### config.mk
export PLATFORM = sky130hd
export DESIGN_NAME = resp_rate_sel
export DESIGN_NICKNAME = d
export VERILOG_FILES = /design/src/rtl/resp_rate_pkg.sv /design/src/rtl/resp_rst_sync.sv /design/src/rtl/rate_rank_sort.sv /design/src/rtl/rate_ceiling_mask.sv /design/src/rtl/rate_top_pick.sv /design/src/rtl/resp_rate_sel.sv
export SDC_FILE = /design/constraint.sdc
export NUM_CORES = 1
export LEC_CHECK = 0
export BUFFER_PORTS_ARGS = -buffer_cell sky130_fd_sc_hd__buf_2
export CELL_PAD_IN_SITES_DETAIL_PLACEMENT = 1
export CELL_PAD_IN_SITES_GLOBAL_PLACEMENT = 2
export CORE_ASPECT_RATIO = 0.9
export CORE_MARGIN = 2
export CORE_UTILIZATION = 24
export CTS_BUF_LIST = sky130_fd_sc_hd__clkbuf_4 sky130_fd_sc_hd__clkbuf_8
export DETAILED_ROUTE_END_ITERATION = 7
export HOLD_SLACK_MARGIN = 0.03
export PLACE_DENSITY = 0.77
export RECOVER_POWER = 100
export SLEW_MARGIN = 10
export SYNTH_ARGS = -nofsm -noshare
export SYNTH_HDL_FRONTEND = slang
export SYNTH_HIERARCHICAL = 1
export SYNTH_SLANG_ARGS = --single-unit
export TNS_END_PERCENT = 5
### constraint.sdc
create_clock -name clk -period 0.8 [get_ports clk]
set_input_delay 0.2 -clock clk [delete_from_list [all_inputs] [get_ports clk]]
set_output_delay 0.2 -clock clk [all_outputs]
set_load 0.03 [all_outputs]
### src/rtl/resp_rate_pkg.sv
package resp_rate_pkg;

  localparam int RATE_COUNT = 12;
  localparam int MAP_WIDTH  = 16;
  localparam int CODE_WIDTH = 4;

  // Bitmap position of each speed-ordered rate code.
  function automatic int unsigned code_bit(input int unsigned code);
    case (code)
      0, 1, 2: code_bit = code;      // 1, 2, 5.5 Mb/s
      3:       code_bit = 8;         // 6 Mb/s
      4:       code_bit = 9;         // 9 Mb/s
      5:       code_bit = 3;         // 11 Mb/s
      default: code_bit = code + 4;  // 12 .. 54 Mb/s
    endcase
  endfunction

  function automatic logic code_is_ofdm(input int unsigned code);
    code_is_ofdm = (code == 3) || (code == 4) || (code >= 6);
  endfunction

endpackage

### src/rtl/resp_rst_sync.sv
module resp_rst_sync (
  input  logic clk,
  input  logic rst_n,
  output logic rst_sync_n
);
  logic [1:0] stage_q;

  always_ff @(posedge clk or negedge rst_n) begin
    if (!rst_n) stage_q <= 2'b00;
    else        stage_q <= {stage_q[0], 1'b1};
  end

  assign rst_sync_n = stage_q[1];
endmodule

### src/rtl/rate_rank_sort.sv
// Reorders a bitmap into a speed-ordered candidate vector; unused bits drop out.
module rate_rank_sort
  import resp_rate_pkg::*;
#(
  parameter int MAP_W     = MAP_WIDTH,
  parameter int NUM_RATES = RATE_COUNT
) (
  input  logic [MAP_W-1:0]     map_i,
  output logic [NUM_RATES-1:0] rank_o
);
  for (genvar g = 0; g < NUM_RATES; g++) begin : g_rank
    localparam int unsigned BIT_POS = code_bit(g);
    assign rank_o[g] = map_i[BIT_POS];
  end
endmodule

### src/rtl/rate_ceiling_mask.sv
// Thermometer mask of all rate codes no faster than the incoming code.
module rate_ceiling_mask #(
  parameter int CODE_W    = 4,
  parameter int NUM_RATES = 12
) (
  input  logic [CODE_W-1:0]    code_i,
  output logic [CODE_W-1:0]    eff_o,
  output logic [NUM_RATES-1:0] mask_o
);
  localparam int TOP = NUM_RATES - 1;

  always_comb begin
    if (code_i > CODE_W'(TOP)) eff_o = CODE_W'(TOP);
    else                       eff_o = code_i;
  end

  for (genvar g = 0; g < NUM_RATES; g++) begin : g_mask
    assign mask_o[g] = (CODE_W'(g) <= eff_o);
  end
endmodule

### src/rtl/rate_top_pick.sv
// Finds the highest set candidate; the index is the rate code.
module rate_top_pick #(
  parameter int CODE_W    = 4,
  parameter int NUM_RATES = 12
) (
  input  logic [NUM_RATES-1:0] cand_i,
  output logic                 found_o,
  output logic [CODE_W-1:0]    idx_o
);
  always_comb begin
    found_o = 1'b0;
    idx_o   = '0;
    for (int i = 0; i < NUM_RATES; i++) begin
      if (cand_i[i]) begin
        found_o = 1'b1;
        idx_o   = CODE_W'(i);
      end
    end
  end
endmodule

### src/rtl/resp_rate_sel.sv
module resp_rate_sel
  import resp_rate_pkg::*;
#(
  parameter int MAP_W     = MAP_WIDTH,
  parameter int CODE_W    = CODE_WIDTH,
  parameter int NUM_RATES = RATE_COUNT
) (
  input  logic              clk,
  input  logic              rst_n,
  input  logic              req_i,
  input  logic [CODE_W-1:0] rx_rate_i,
  input  logic [MAP_W-1:0]  basic_map_i,
  input  logic [MAP_W-1:0]  mand_map_i,
  output logic              rsp_valid_o,
  output logic [CODE_W-1:0] rsp_rate_o,
  output logic              rsp_ofdm_o,
  output logic              rsp_fallback_o
);
  localparam logic [CODE_W-1:0] LOWEST_CODE = '0;

  logic                 rst_sync_n;
  logic [NUM_RATES-1:0] basic_rank, mand_rank, ceil_mask;
  logic [NUM_RATES-1:0] basic_cand, mand_cand;
  logic [CODE_W-1:0]    ceil_code, basic_idx, mand_idx, sel_code;
  logic                 basic_found, mand_found, sel_fallback;

  logic              valid_q, valid_d;
  logic [CODE_W-1:0] rate_q,  rate_d;
  logic              ofdm_q,  ofdm_d;
  logic              fb_q,    fb_d;

  resp_rst_sync u_rst_sync (
    .clk        (clk),
    .rst_n      (rst_n),
    .rst_sync_n (rst_sync_n)
  );

  rate_rank_sort #(.MAP_W(MAP_W), .NUM_RATES(NUM_RATES)) u_basic_sort (
    .map_i  (basic_map_i),
    .rank_o (basic_rank)
  );

  rate_rank_sort #(.MAP_W(MAP_W), .NUM_RATES(NUM_RATES)) u_mand_sort (
    .map_i  (mand_map_i),
    .rank_o (mand_rank)
  );

  rate_ceiling_mask #(.CODE_W(CODE_W), .NUM_RATES(NUM_RATES)) u_ceiling (
    .code_i (rx_rate_i),
    .eff_o  (ceil_code),
    .mask_o (ceil_mask)
  );

  assign basic_cand = basic_rank & ceil_mask;
  assign mand_cand  = mand_rank  & ceil_mask;

  rate_top_pick #(.CODE_W(CODE_W), .NUM_RATES(NUM_RATES)) u_basic_pick (
    .cand_i  (basic_cand),
    .found_o (basic_found),
    .idx_o   (basic_idx)
  );

  rate_top_pick #(.CODE_W(CODE_W), .NUM_RATES(NUM_RATES)) u_mand_pick (
    .cand_i  (mand_cand),
    .found_o (mand_found),
    .idx_o   (mand_idx)
  );

  // Preferred table first, backup second, lowest rate last.
  always_comb begin
    sel_fallback = 1'b0;
    if (basic_found)     sel_code = basic_idx;
    else if (mand_found) sel_code = mand_idx;
    else begin
      sel_code     = LOWEST_CODE;
      sel_fallback = 1'b1;
    end
  end

  // Next state: results load only on a request.
  always_comb begin
    valid_d = req_i;
    rate_d  = rate_q;
    ofdm_d  = ofdm_q;
    fb_d    = fb_q;
    if (req_i) begin
      rate_d = sel_code;
      ofdm_d = code_is_ofdm(int'(sel_code));
      fb_d   = sel_fallback;
    end
  end

  always_ff @(posedge clk or negedge rst_sync_n) begin
    if (!rst_sync_n) begin
      valid_q <= 1'b0;
      rate_q  <= '0;
      ofdm_q  <= 1'b0;
      fb_q    <= 1'b0;
    end else begin
      valid_q <= valid_d;
      rate_q  <= rate_d;
      ofdm_q  <= ofdm_d;
      fb_q    <= fb_d;
    end
  end

  assign rsp_valid_o    = valid_q;
  assign rsp_rate_o     = rate_q;
  assign rsp_ofdm_o     = ofdm_q;
  assign rsp_fallback_o = fb_q;

  AST_REQ_GIVES_VALID: assert property (@(posedge clk) disable iff (!rst_sync_n)
    req_i |=> rsp_valid_o);
  AST_NO_REQ_NO_VALID: assert property (@(posedge clk) disable iff (!rst_sync_n)
    !req_i |=> !rsp_valid_o);
  AST_HOLD_RESULT: assert property (@(posedge clk) disable iff (!rst_sync_n)
    !req_i |=> ($stable(rsp_rate_o) && $stable(rsp_fallback_o) && $stable(rsp_ofdm_o)));
  AST_NOT_ABOVE_RX: assert property (@(posedge clk) disable iff (!rst_sync_n)
    (rsp_valid_o && !rsp_fallback_o) |-> (rsp_rate_o <= $past(ceil_code)));
  AST_PREFERRED_USED: assert property (@(posedge clk) disable iff (!rst_sync_n)
    (rsp_valid_o && $past(basic_found))
      |-> ((($past(basic_map_i) >> code_bit(int'(rsp_rate_o))) & MAP_W'(1)) != '0));
  AST_BACKUP_USED: assert property (@(posedge clk) disable iff (!rst_sync_n)
    (rsp_valid_o && !$past(basic_found) && !rsp_fallback_o)
      |-> ((($past(mand_map_i) >> code_bit(int'(rsp_rate_o))) & MAP_W'(1)) != '0));
  AST_FALLBACK_IS_LOWEST: assert property (@(posedge clk) disable iff (!rst_sync_n)
    rsp_fallback_o |-> (rsp_rate_o == LOWEST_CODE));
  AST_FALLBACK_ONLY_EMPTY: assert property (@(posedge clk) disable iff (!rst_sync_n)
    (rsp_valid_o && rsp_fallback_o) |-> ($past(basic_cand) == '0 && $past(mand_cand) == '0));
endmodule

### Word-level counts from Yosys, hierarchy flattened

Cells that the tools add are included.

* output and inout port bits: 7
* word-level logic and storage cells: 76
* input bits: 39
* flip-flop bits (word level): 9

* bitwise gates (word level): 2
* reduce and logical (&&, ||, !) cells: 2
* $lt $le $gt $ge: 14
* eq/ne operators: 2
* multiplexer cells: 51

Operators with widths (count)
* 4-bit two-way mux: 11
* 1-bit two-way mux: 28
* 12-bit AND: 2
* 3-bit two-way mux: 8
* 3-bit by 4-bit less-or-equal comparator with 1-bit output, first input constant: 4
* 4-bit less-or-equal comparator, first input constant: 4
* 1-bit by 4-bit less-or-equal comparator with 1-bit output, first input constant: 2
* 2-bit by 4-bit less-or-equal comparator with 1-bit output, first input constant: 2
* 2-bit two-way mux: 4
* 4-bit by 2-bit == test with 1-bit output, second input constant: 1
* 4-bit by 3-bit == test with 1-bit output, second input constant: 1
* 4-bit by 3-bit >= comparator with 1-bit output, second input constant: 1
* 4-bit > comparator, second input constant: 1
* 1-bit logical OR: 2

### Logic depth before layout (Yosys ltp)

Gate-level depths: netlist of the first run.

* word-level depth: 21
* depth in mapped cells: 10
* gate-level depth less buffers: 9

### Modules after synthesis

Netlist of the first run, hierarchy kept.

By module, submodules not included
* resp_rate_sel: seq. area each 175.2 um^2, area an instance 500.5 um^2, cells each 56, times used 1
* rate_top_pick: seq. area each 0.0 um^2, area an instance 106.4 um^2, cells each 20, times used 2
* rate_rank_sort: seq. area each 0.0 um^2, area an instance 90.1 um^2, cells each 12, times used 2
* rate_ceiling_mask: seq. area each 0.0 um^2, area an instance 147.6 um^2, cells each 22, times used 1
* resp_rst_sync: seq. area each 50.0 um^2, area an instance 53.8 um^2, cells each 3, times used 1

### Least setup slack after synthesis of the first run

No wires, ideal clock.

* path type: input to register
* from: in rx_rate_i[2]
* to: reg ofdm_q (netlist: rsp_ofdm_o)
* buffers on the path: 1
* arrival time: 1927 ps
* path slack: -1265 ps
* setup time: 138 ps
* data required time: 662 ps
* stages: 9
* cell sequence: buf_2 or3_1 and2_1 nand2b_1 a221o_1 a21oi_1 mux2_2 nand2_1 a41oi_2

* elaborated cells on any way between the ends: 69
* classes of those cells: 14 x order compare; 2 x eq/ne; 49 x mux; 2 x bitwise; 2 x reduce/logical

RTL lines
* start, declared: RTL line resp_rate_sel.sv:11 `input logic [CODE_W-1:0] rx_rate_i,`
* 4-bit > comparator: RTL line rate_ceiling_mask.sv:13 `if (code_i > CODE_W'(TOP)) eff_o = CODE_W'(TOP);`
* 4-bit two-way mux *: RTL line rate_ceiling_mask.sv:13
* 2-bit by 4-bit less-or-equal comparator with 1-bit output *: RTL line rate_ceiling_mask.sv:18 `assign mask_o[g] = (CODE_W'(g) <= eff_o);`
* named net ceil_mask[2]: RTL line resp_rate_sel.sv:22 `logic [NUM_RATES-1:0] basic_rank, mand_rank, ceil_mask;`
* 12-bit AND *: RTL line resp_rate_sel.sv:55 `assign mand_cand = mand_rank & ceil_mask;`
* named net mand_cand[2]: RTL line resp_rate_sel.sv:23 `logic [NUM_RATES-1:0] basic_cand, mand_cand;`
* 2-bit two-way mux * (2 in a row): RTL line rate_top_pick.sv:14 `if (cand_i[i]) begin`
* 3-bit two-way mux * (4 in a row): RTL line rate_top_pick.sv:14
* 4-bit two-way mux * (4 in a row): RTL line rate_top_pick.sv:14
* named net mand_idx[0]: RTL line resp_rate_sel.sv:24 `logic [CODE_W-1:0] ceil_code, basic_idx, mand_idx, sel_code;`
* 4-bit two-way mux *: RTL line resp_rate_sel.sv:73 `else if (mand_found) sel_code = mand_idx;`
* 4-bit two-way mux *: RTL line resp_rate_sel.sv:72 `if (basic_found) sel_code = basic_idx;`
* parallel branches: the longest is 2 deep, another holds 4-bit by 3-bit >= comparator with 1-bit output
* 1-bit logical OR *: RTL line resp_rate_pkg.sv:19 `code_is_ofdm = (code == 3) || (code == 4) || (code >= 6);`
* end signal, assigned: RTL line resp_rate_sel.sv:102 `ofdm_q <= ofdm_d;`
* end, declared: RTL line resp_rate_sel.sv:29 `logic ofdm_q, ofdm_d;`

Mark *: on every way through the listed nets, which the timed path passes.
A chain may end at the register's enable or synchronous reset.

### Worst setup path after layout of the first run

* from: in rx_rate_i[3]
* to: reg ofdm_q (netlist: rsp_ofdm_o)

* elaborated cells on any way between the ends: 69
* classes of those cells: 14 x order compare; 2 x eq/ne; 49 x mux; 2 x bitwise; 2 x reduce/logical

RTL lines
* 4-bit > comparator: RTL line rate_ceiling_mask.sv:13
* 4-bit two-way mux *: RTL line rate_ceiling_mask.sv:13
* 2-bit by 4-bit less-or-equal comparator with 1-bit output *: RTL line rate_ceiling_mask.sv:18
* named net ceil_mask[2]: RTL line resp_rate_sel.sv:22
* 12-bit AND *: RTL line resp_rate_sel.sv:54 `assign basic_cand = basic_rank & ceil_mask;`
* named net basic_cand[2]: RTL line resp_rate_sel.sv:23
* 2-bit two-way mux * (2 in a row): RTL line rate_top_pick.sv:14
* 3-bit two-way mux * (4 in a row): RTL line rate_top_pick.sv:14
* 4-bit two-way mux * (4 in a row): RTL line rate_top_pick.sv:14
* named net basic_idx[0]: RTL line resp_rate_sel.sv:24
* 4-bit two-way mux *: RTL line resp_rate_sel.sv:72
* parallel branches: the longest is 2 deep, another holds 4-bit by 3-bit >= comparator with 1-bit output
* 1-bit logical OR *: RTL line resp_rate_pkg.sv:19

Marks and branches as above.

==> flow_metrics.tcl, run 1 <==
set metrics [dict create \
    status "finished, violations left" \
    violations "negative setup slack" \
    gr-usage-all-layers 0.128 \
    worst_path_max_delay_cell "or3_4" \
    critical_path_arrival_ns 2.02 \
    core_area_um2 4370 \
    floorplan.io_pins 46 \
    layout_commonest_cell "buf_2" \
    clockRootBuffer "clkbuf_8" \
    startpoint_type "primary input" \
    areaGrowthSynthToFinish_pct 41.3 \
    vdd.ir_drop.worst_mv 0.409 \
    mappedNetlistArea_um2 1070 \
    tritoncts "yes" \
    layout_min_cycle_time_ns 1.92 \
    rows 23 \
    setup_crit_end_kind "register" \
    grt_start_max_net_pins 11 \
    ws_path_type "in2reg" \
    hpwlAfterDp_um 2410 \
    cellLeakagePower_nw 0.696 \
    hold_class "reg2async" \
    cts_buffers 3 \
    final.setup.worst_slack_ns -1.12 \
    die_w_um 74.3 \
    grt_pass1_wl_um 5040 \
    cpLargestDelayFamily "simple AND/OR/NAND/NOR gates" \
    first_global_vias 1113 \
    drtPass1Iterations 4 \
    overflow 0 \
    place_area_um2 1280 \
    floorplan_die_area_um2 5000 \
    detail_route.drc_violations 0 \
    final_nets 217 \
    initial_core_util 0.244 \
    clock_tree_buffer_depth 2 \
    layout.cells.most_common_list "buf_2, buf_4, and2_1" \
    netlist_instances 141 \
    timing.critical_path.cells "buf_8 > or3_4 > and2_4 > nand2b_4 > a221o_1 > a21oi_2 > mux2_4 > nand2_2 > a41oi_2" \
    cp_max_fo 4 \
    n_fill_cell 547 \
    gpl.final_weighted_congestion 0.815 \
    detail_route.wirelength_um 3170 \
    path_buf_inv 1 \
    routedWlPerCell_um 13.2 \
    layout-drive-gt1-share 0.508 \
    detail_route.vias_per_cell 4.34 \
    period_share 2.41 \
    clock_latency_ns 0.23 \
    drtAntennaViolNets 0 \
    number_of_nets_in_the_synthesized_netlist 180 \
    routed-via-count 1038 \
    worst_setup_hold_path_clk_slew_ns 0.05 \
    h_tree_depth 1 \
    clk_skew_ns 0.00147 \
    initial_antenna_violation_count 0 \
    clock_sinks 9 \
    setup_viol 13 \
    hold_viol_final 0 \
    worst_ep_required_time_ns 0.89 \
    rsz0062_at_grt "true" \
    pre_cts_ws_ns -1.39 \
    max_freq_mhz 520 \
    port_buffers 37 \
    max_cap_viol_count 0 \
    power.density_cell_area_nw_per_um2 1310 \
    synthesis.area_per_instance_um2 7.58 \
    first_iter_violations 32 \
    finalMaxSlewViolations 0 \
    die_y_um 67.3 \
    synthesis.yosys.warnings 6 \
    reg2reg_slack_ns 0.05 \
    power_w 0.00197 \
    slowest_delay_ns 0.38 \
    antenna_cells 0 \
    cell_area_after_layout_um2 1510 \
]
==> worst paths after layout <==
check / start / endpoint / cells after the start
hold reg to reg: u_rst_sync/stage_q[1]$_DFF_PN0_ / rsp_rate_o[0]$_DFFE_PN0P_ / 0
setup / recovery: rx_rate_i[3] / rsp_ofdm_o$_DFFE_PN0P_ / 9
max in group asynchronous: rst_n / u_rst_sync/stage_q[1]$_DFF_PN0_ / 2
min in group clk: req_i / rsp_valid_o$_DFF_PN0_ / 1
setup reg to reg: rsp_fallback_o$_DFFE_PN0P_ / rsp_fallback_o$_DFFE_PN0P_ / 1
hold / removal: u_rst_sync/stage_q[1]$_DFF_PN0_ / rsp_rate_o[0]$_DFFE_PN0P_ / 0
==> power breakdown <==
group | switching [W] | internal (W)
combinational | 0.000419 | 0.000455
sequential | 0.0000378 | 0.000500
clock | 0.000180 | 0.000381
total | 0.000636 | 0.00134
==> layer usage <==
metal  global-route usage  up-vias  part of all wire
li1                     -      521                 -
met1                0.158      495              0.43
met2                0.239       20              0.54
met3               0.0149        2             0.024
met4               0.0268        0            0.0044
met5                    0        -                 0
==> through the flow <==
stage	hold WS (ns)	utilization	cells	TNS (ns)
2_1_floorplan	-0.0956	-	141	-5.97
3_3_place_gp	-0.0152	0.293	230	-7.56
3_5_place_dp	-0.0141	0.293	230	-7.89
4_1_cts	0.124	0.332	237	-7.08
5_1_grt	0.140	0.345	239	-7.78
6_report	0.129	0.345	239	-7.20
==> cell type report <==
cell class / instances / area [um2] / share of cell area
Inverter: 4 / 15.0 / 0.00994
Timing Repair Buffer: 63 / 457 / 0.302
Multi-Input combinational cell: 97 / 687 / 0.455
Tap cell: 62 / 77.6 / 0.0514
Sequential cell: 9 / 225 / 0.149
Clock buffer: 4 / 48.8 / 0.0323
==> sequential cells by signal, indices dropped and copies added (netlist names) <==
name and cells:
rsp_ofdm_o 1, rsp_rate_o 4, rsp_valid_o 1, u_rst_sync/stage_q 2, rsp_fallback_o 1
==> repair_timing <==
item | in CTS | in global routing
buffers inserted | 2 | 2
pin swaps | 7 | 13
endpoints found under the hold margin | 2 | 0
hold buffers | 1 | 0
setup endpoints to repair | 13 | 13
resized for setup | 25 | 10
Power figures use the tool's default switching activity.
==> inputs of run 2 (changes only) <==
--- a/config.mk
+++ b/config.mk
@@ -9,7 +9,7 @@
 export CELL_PAD_IN_SITES_DETAIL_PLACEMENT = 1
 export CELL_PAD_IN_SITES_GLOBAL_PLACEMENT = 2
 export CORE_ASPECT_RATIO = 0.9
-export CORE_MARGIN = 2
+export CORE_MARGIN = 5
 export CORE_UTILIZATION = 24
 export CTS_BUF_LIST = sky130_fd_sc_hd__clkbuf_4 sky130_fd_sc_hd__clkbuf_8
 export DETAILED_ROUTE_END_ITERATION = 7
==> run 2 against run 1 <==
Against the previous run:
- the flow still finishes with violations (negative setup slack)
- clock power grew 2%
- utilization grew 0.86 points
- sequential power shrank 0.7%
- global-route usage shrank 1.8 points
- sequential share of layout area shrank 0.36 points
- power grew 1.3%
- non-clock buffer count grew 1
- final area grew 2.5%
- routed wire length grew 1.4%
- via count shrank 1.3%
- critical path depth is the same
- critical endpoint unchanged
==> flow_metrics.tcl, run 2 (same netlist as run 1, synthesis figures left out) <==
set metrics [dict create \
    clk_skew_ns 0.00175 \
    routed-via-count 1025 \
    initial_antenna_violation_count 0 \
    worst_setup_hold_path_clk_slew_ns 0.05 \
    finalMaxSlewViolations 0 \
    net_switching_power_of_the_design_w 0.000643 \
    cts_buffers 3 \
    power_w 0.00200 \
    hold_class "reg2async" \
    clock_latency_ns 0.23 \
    detail_route.drc_violations 0 \
    clk_network_pwr_share 0.286 \
    clock_tree_buffer_depth 2 \
    highest_layer "met4" \
    cp_max_fo 4 \
    power.sequential.fraction 0.267 \
    layout.cells.most_common_list "buf_2, buf_4, and2_1" \
    violations "negative setup slack" \
    initial_core_util 0.244 \
    sw_frac_of_total 0.322 \
    drtPass1Iterations 4 \
    clockRootBuffer "clkbuf_8" \
    n_fill_cell 561 \
    crit-reg2reg-launch "rsp_fallback_o$_DFFE_PN0P_" \
    hold-worst-slack_ns 0.109 \
    grt_start_max_net_pins 9 \
    setup_crit_end_kind "register" \
    largest_register_ff_count 4 \
    critical_path_arrival_ns 1.98 \
    cell_internal_pwr_w 0.00135 \
    h_tree_depth 1 \
    tritoncts "yes" \
    totalNegativeSetupSlack_ns -6.98 \
    startpoint_type "primary input" \
    rows 23 \
    met2_length_um 1780 \
    power.density_cell_area_nw_per_um2 1290 \
    gpl.final_weighted_congestion 0.769 \
    die_y_um 73.3 \
    grt_pass1_wl_um 5170 \
    floorplan_die_area_um2 5890 \
    ws_path_type "in2reg" \
    layout-drive-gt1-share 0.539 \
    clock_sinks 9 \
    hpwlAfterDp_um 2510 \
    pre_cts_ws_ns -1.40 \
    overflow 0 \
    cellLeakagePower_nw 0.712 \
    detail_route.wirelength_um 3210 \
    met3RoutedLength_um 109 \
    rsz0062_at_grt "true" \
    hold_viol_final 0 \
    areaGrowthSynthToFinish_pct 44.8 \
    worst_r2r_endpoint "rsp_fallback_o$_DFFE_PN0P_" \
    status "finished, violations left" \
    worst_ep_required_time_ns 0.90 \
    layout_commonest_cell "buf_2" \
    largest_registers "rsp_rate_o: 4 flops, u_rst_sync/stage_q: 2 flops" \
    first_global_vias 1155 \
    detail_route.wirelength.met1_um 1290 \
    reg2reg_depth 1 \
    largest_register "rsp_rate_o" \
    first_iter_violations 29 \
    port_buffers 37 \
    share_comb_of_total_power 0.447 \
    setup_viol 13 \
    layout_min_cycle_time_ns 1.88 \
    vdd.ir_drop.worst_mv 0.568 \
    final.setup.worst_slack_ns -1.08 \
    floorplan.io_pins 46 \
    max_freq_mhz 533 \
    reg2reg_slack_ns 0.05 \
    period_share 2.35 \
    core_area_um2 4370 \
    gr-usage-all-layers 0.110 \
    drtAntennaViolNets 0 \
    final_nets 218 \
    die_w_um 80.3 \
    detail_route.vias_per_cell 4.27 \
    antenna_cells 0 \
    max_cap_viol_count 0 \
    routedWlPerCell_um 13.4 \
]
-- run 2: changes by cell type in the layout (fill, tap and decap cells not counted), moves of 2 or more --
| cell | before | now |
|---|---|---|
| and2_1 | 21 | 18 |
| and2_4 | 3 | 6 |
| nand2_1 | 4 | 2 |
| nand2_2 | 2 | 4 |
| nor2_1 | 18 | 16 |
| nor2_2 | 0 | 2 |
| nor4_2 | 2 | 0 |
| nor4_4 | 1 | 3 |
-- run 2: metal layers --
| metal | global-route usage | vias up |
|---|---|---|
| li1 | - | 521 |
| met1 | 0.120 | 480 |
| met2 | 0.219 | 20 |
| met3 | 0.0184 | 4 |
| met4 | 0.0263 | 0 |
| met5 | 0 | - |
-- run 2: repair_timing --
| item | in CTS | in global routing |
|---|---|---|
| buffers inserted | 1 | 3 |
| pin swaps | 7 | 20 |
| hold endpoints to repair | 2 | 0 |
| setup endpoints to repair | 13 | 13 |
| hold buffers | 1 | 0 |
| resized for setup | 26 | 19 |
-- run 2: power groups by stage --
stage	combinational [W]	sequential (W)	clock (W)
2_1_floorplan	0.000413	0.000608	0
3_3_place_gp	0.000678	0.000533	0
4_1_cts	0.000816	0.000536	0.000589
3_5_place_dp	0.000700	0.000533	0
5_1_grt	0.000961	0.000541	0.000629
6_report	0.000893	0.000534	0.000571
-- run 2: worst max-delay path, stage by stage --
cell and delay, ns:
buf_8 0.10, or3_4 0.38, and2_4 0.18, nand2b_4 0.13, a221o_1 0.32, a21oi_2 0.17, mux2_4 0.33, nand2_2 0.07
a41oi_2 0.11
-- run 2: cell type report --
cell class / count / area, um2 / area share
Clock buffer: 4 / 48.8 / 0.0315
Inverter: 4 / 15.0 / 0.00970
Multi-Input combinational cell: 97 / 713 / 0.461
Sequential cell: 9 / 225 / 0.146
Tap cell: 62 / 77.6 / 0.0501
Timing Repair Buffer: 64 / 468 / 0.302
-- run 2: worst max path at each step --
stage,start,endpoint,slack (ns)
floorplan,rx_rate_i[2],rsp_ofdm_o$_DFFE_PN0P_,-1.23
global placement,rx_rate_i[3],rsp_ofdm_o$_DFFE_PN0P_,-1.34
detailed placement,rx_rate_i[3],rsp_ofdm_o$_DFFE_PN0P_,-1.40
CTS,rx_rate_i[2],rsp_ofdm_o$_DFFE_PN0P_,-1.07
global route,rx_rate_i[3],rsp_ofdm_o$_DFFE_PN0P_,-1.14
finish,rx_rate_i[3],rsp_ofdm_o$_DFFE_PN0P_,-1.08
-- run 2: stage by stage --
stage	util	std cells	area (um2)
after floorplan	-	141	1080
after global placement	0.294	231	1290
after detailed placement	0.294	231	1290
after CTS	0.333	237	1460
after global routing	0.354	240	1550
final	0.354	240	1550
==> inputs of run 3 (changes only) <==
--- a/config.mk
+++ b/config.mk
@@ -6,19 +6,18 @@
 export NUM_CORES = 1
 export LEC_CHECK = 0
 export BUFFER_PORTS_ARGS = -buffer_cell sky130_fd_sc_hd__buf_2
+export CAP_MARGIN = 25
 export CELL_PAD_IN_SITES_DETAIL_PLACEMENT = 1
 export CELL_PAD_IN_SITES_GLOBAL_PLACEMENT = 2
-export CORE_ASPECT_RATIO = 0.9
 export CORE_MARGIN = 5
-export CORE_UTILIZATION = 24
+export CORE_UTILIZATION = 22
 export CTS_BUF_LIST = sky130_fd_sc_hd__clkbuf_4 sky130_fd_sc_hd__clkbuf_8
 export DETAILED_ROUTE_END_ITERATION = 7
 export HOLD_SLACK_MARGIN = 0.03
-export PLACE_DENSITY = 0.77
+export PLACE_DENSITY = 0.75
 export RECOVER_POWER = 100
 export SLEW_MARGIN = 10
 export SYNTH_ARGS = -nofsm -noshare
 export SYNTH_HDL_FRONTEND = slang
-export SYNTH_HIERARCHICAL = 1
 export SYNTH_SLANG_ARGS = --single-unit
 export TNS_END_PERCENT = 5
==> run 3 against run 2 <==
Against the previous run:
- worst setup slack better by 0.064 ns
- fmax up 3.5%
- global-route usage up 2.6 points
- critical endpoint unchanged
- sequential share of layout area down 0.39 points
- the run still ends with negative setup slack left
- sequential cell count unchanged
- highest routed layer unchanged
- clock skew up 0.00059 ns
==> flow_metrics.tcl, run 3 <==
set metrics [dict create \
    final.setup.worst_slack_ns -1.01 \
    layout_commonest_cell "buf_4" \
    power_w 0.00198 \
    gr-usage-all-layers 0.136 \
    antenna_cells 0 \
    place_inst 237 \
    hold_class "reg2async" \
    first_global_vias 1369 \
    tritoncts "yes" \
    clock_latency_ns 0.23 \
    reg2reg_slack_ns -0.07 \
    drtPass1Iterations 4 \
    die_w_um 74.0 \
    drtAntennaViolNets 0 \
    final-seq-area_um2 225 \
    layout.cells.most_common_list "buf_4, buf_2, nand2_1" \
    mappedNetlistArea_um2 902 \
    largest_register "rsp_rate_o" \
    worst_setup_hold_path_clk_slew_ns 0.05 \
    gpl.final_weighted_congestion 0.801 \
    first_iter_violations 58 \
    setup_viol 13 \
    yosys.area_share.simple 0.193 \
    netlist_top_cells_area "dfrtp_1, o21a_1, o21ai_0" \
    synth-compound-area-share 0.480 \
    largest_registers "rsp_rate_o: 4 flops, u_rst_sync.stage_q: 2 flops" \
    ws_path_type "in2reg" \
    totalNegativeSetupSlack_ns -6.39 \
    ys_top_cells_by_count "nand2_1, dfrtp_1, o21a_1, o21ai_0" \
    period_share 2.27 \
    synth.yosys.seq_area_share 0.250 \
    layout-drive-gt1-share 0.479 \
    reg2reg_depth 2 \
    synth_top_area_cell "dfrtp_1" \
    yosysMostFrequentCell "nand2_1" \
    setup_crit_end_kind "register" \
    crit-reg2reg-launch "rsp_ofdm_o$_DFFE_PN0P_" \
    max_cap_viol_count 0 \
    hold_viol_final 0 \
    clockRootBuffer "clkbuf_8" \
    final_util 0.398 \
    largest_register_ff_count 4 \
    grt_pass1_wl_um 6000 \
    cellLeakagePower_nw 0.737 \
    core_area_um2 4000 \
    synth_adder_area_share 0.0222 \
    initial_core_util 0.226 \
    detail_route.vias_per_cell 5.21 \
    violations "negative setup slack" \
    final_nets 232 \
    async_reset_ff_frac 1.00 \
    multi_input_comb_area_um2 657 \
    routedWlPerCell_um 15.6 \
    floorplan_die_area_um2 5480 \
    synth_enable_flop_cells 0 \
    synth-main-ff-cell "dfrtp_1" \
    die_y_um 74.0 \
    ys_types 41 \
    synth_seq_cells 9 \
    initial_antenna_violation_count 0 \
    netlist_instances 114 \
    detail_route.wirelength_um 3770 \
    synthesis.yosys.warnings 0 \
    combinational_family_with_the_most_area_after_synthesis "compound AO/OA/AOI/OAI gates" \
    grt_start_max_net_pins 19 \
    clk_skew_ns 0.00234 \
    synth_largest_type_area_fraction 0.250 \
    h_tree_depth 1 \
    detail_route.drc_violations 0 \
    overflow 0 \
    cts_buffers 3 \
    clock_sinks 9 \
    layout_min_cycle_time_ns 1.81 \
    areaGrowthSynthToFinish_pct 76.3 \
    critical_path_arrival_ns 1.95 \
    power.density_cell_area_nw_per_um2 1250 \
    status "finished, violations left" \
    max_freq_mhz 551 \
    synth_xor_area_frac 0 \
    synthesis.area_per_instance_um2 7.91 \
    routed-via-count 1262 \
    finalMaxSlewViolations 0 \
    cp_max_fo 3 \
    worst_ep_required_time_ns 0.94 \
    floorplan.io_pins 46 \
    clock_tree_buffer_depth 2 \
    rows 23 \
    layout.cells.non_filler 242 \
    port_buffers 37 \
    n_fill_cell 508 \
    hpwlAfterDp_um 3130 \
    startpoint_type "primary input" \
    rsz0062_at_grt "true" \
    muxShareOfSynthArea 0 \
    vdd.ir_drop.worst_mv 1.00 \
    worst_r2r_endpoint "rsp_ofdm_o$_DFFE_PN0P_" \
    number_of_nets_in_the_synthesized_netlist 153 \
]
==> run 3: metrics by stage <==
stage / setup WS, ns / instance area, um2 / hold WS [ns]
floorplan: -1.08 / 911 / -0.0956
global placement: -1.24 / 1460 / -0.0154
detailed placement: -1.27 / 1460 / -0.0117
CTS: -1.01 / 1590 / 0.121
global route: -1.07 / 1590 / 0.144
finish: -1.01 / 1590 / 0.110
==> run 3: critical path, stage by stage <==
cell and delay (ns):
buf_6 0.09, or4_4 0.56, a21oi_4 0.14, nand4b_1 0.13
a311o_1 0.33, o221a_2 0.28, o311ai_2 0.21
==> run 3: cell type report <==
| cell class | instances | area share |
|---|---|---|
| Sequential cell | 9 | 0.142 |
| Clock buffer | 4 | 0.0307 |
| Multi-Input combinational cell | 95 | 0.413 |
| Tap cell | 50 | 0.0393 |
| Timing Repair Buffer | 83 | 0.373 |
| Inverter | 1 | 0.00236 |
==> run 3: repair_timing <==
action	in CTS	in global routing
gates resized for setup	19	1
endpoints found under the setup margin	13	13
endpoints found under the hold margin	2	0
buffers inserted	0	0
pin swaps	1	0
hold buffers	1	0
==> run 3: worst max path at each step <==
stage	startpoint	end	slack, ns	cells after the start
2_1_floorplan	rx_rate_i[0]	rsp_ofdm_o$_DFFE_PN0P_	-1.08	7
4_1_cts	rx_rate_i[3]	rsp_ofdm_o$_DFFE_PN0P_	-1.01	7
6_report	rx_rate_i[3]	rsp_ofdm_o$_DFFE_PN0P_	-1.01	7
3_5_place_dp	rx_rate_i[3]	rsp_ofdm_o$_DFFE_PN0P_	-1.27	7
3_3_place_gp	rx_rate_i[3]	rsp_ofdm_o$_DFFE_PN0P_	-1.24	7
5_1_grt	rx_rate_i[3]	rsp_ofdm_o$_DFFE_PN0P_	-1.07	7
==> run 3: where the power goes <==
group          internal (W)  switching (W)
clock              0.000381       0.000182
combinational      0.000451       0.000431
sequential         0.000500      0.0000381
==> run 3: cells by family after synthesis <==
kind of cell	Yosys count
AOI/OAI and AO/OA	57
adders and majority gates	2
buffers and inverters	10
DFF	9
other	1
and+or+nand+nor	35
==> run 3: per-layer routing <==
metal | vias to the layer above | part of all wire | global-route usage
met1 | 607 | 0.42 | 0.159
met4 | 0 | 0.016 | 0.0443
met5 | - | 0 | 0
met2 | 39 | 0.50 | 0.244
met3 | 5 | 0.069 | 0.0297
li1 | 611 | - | -
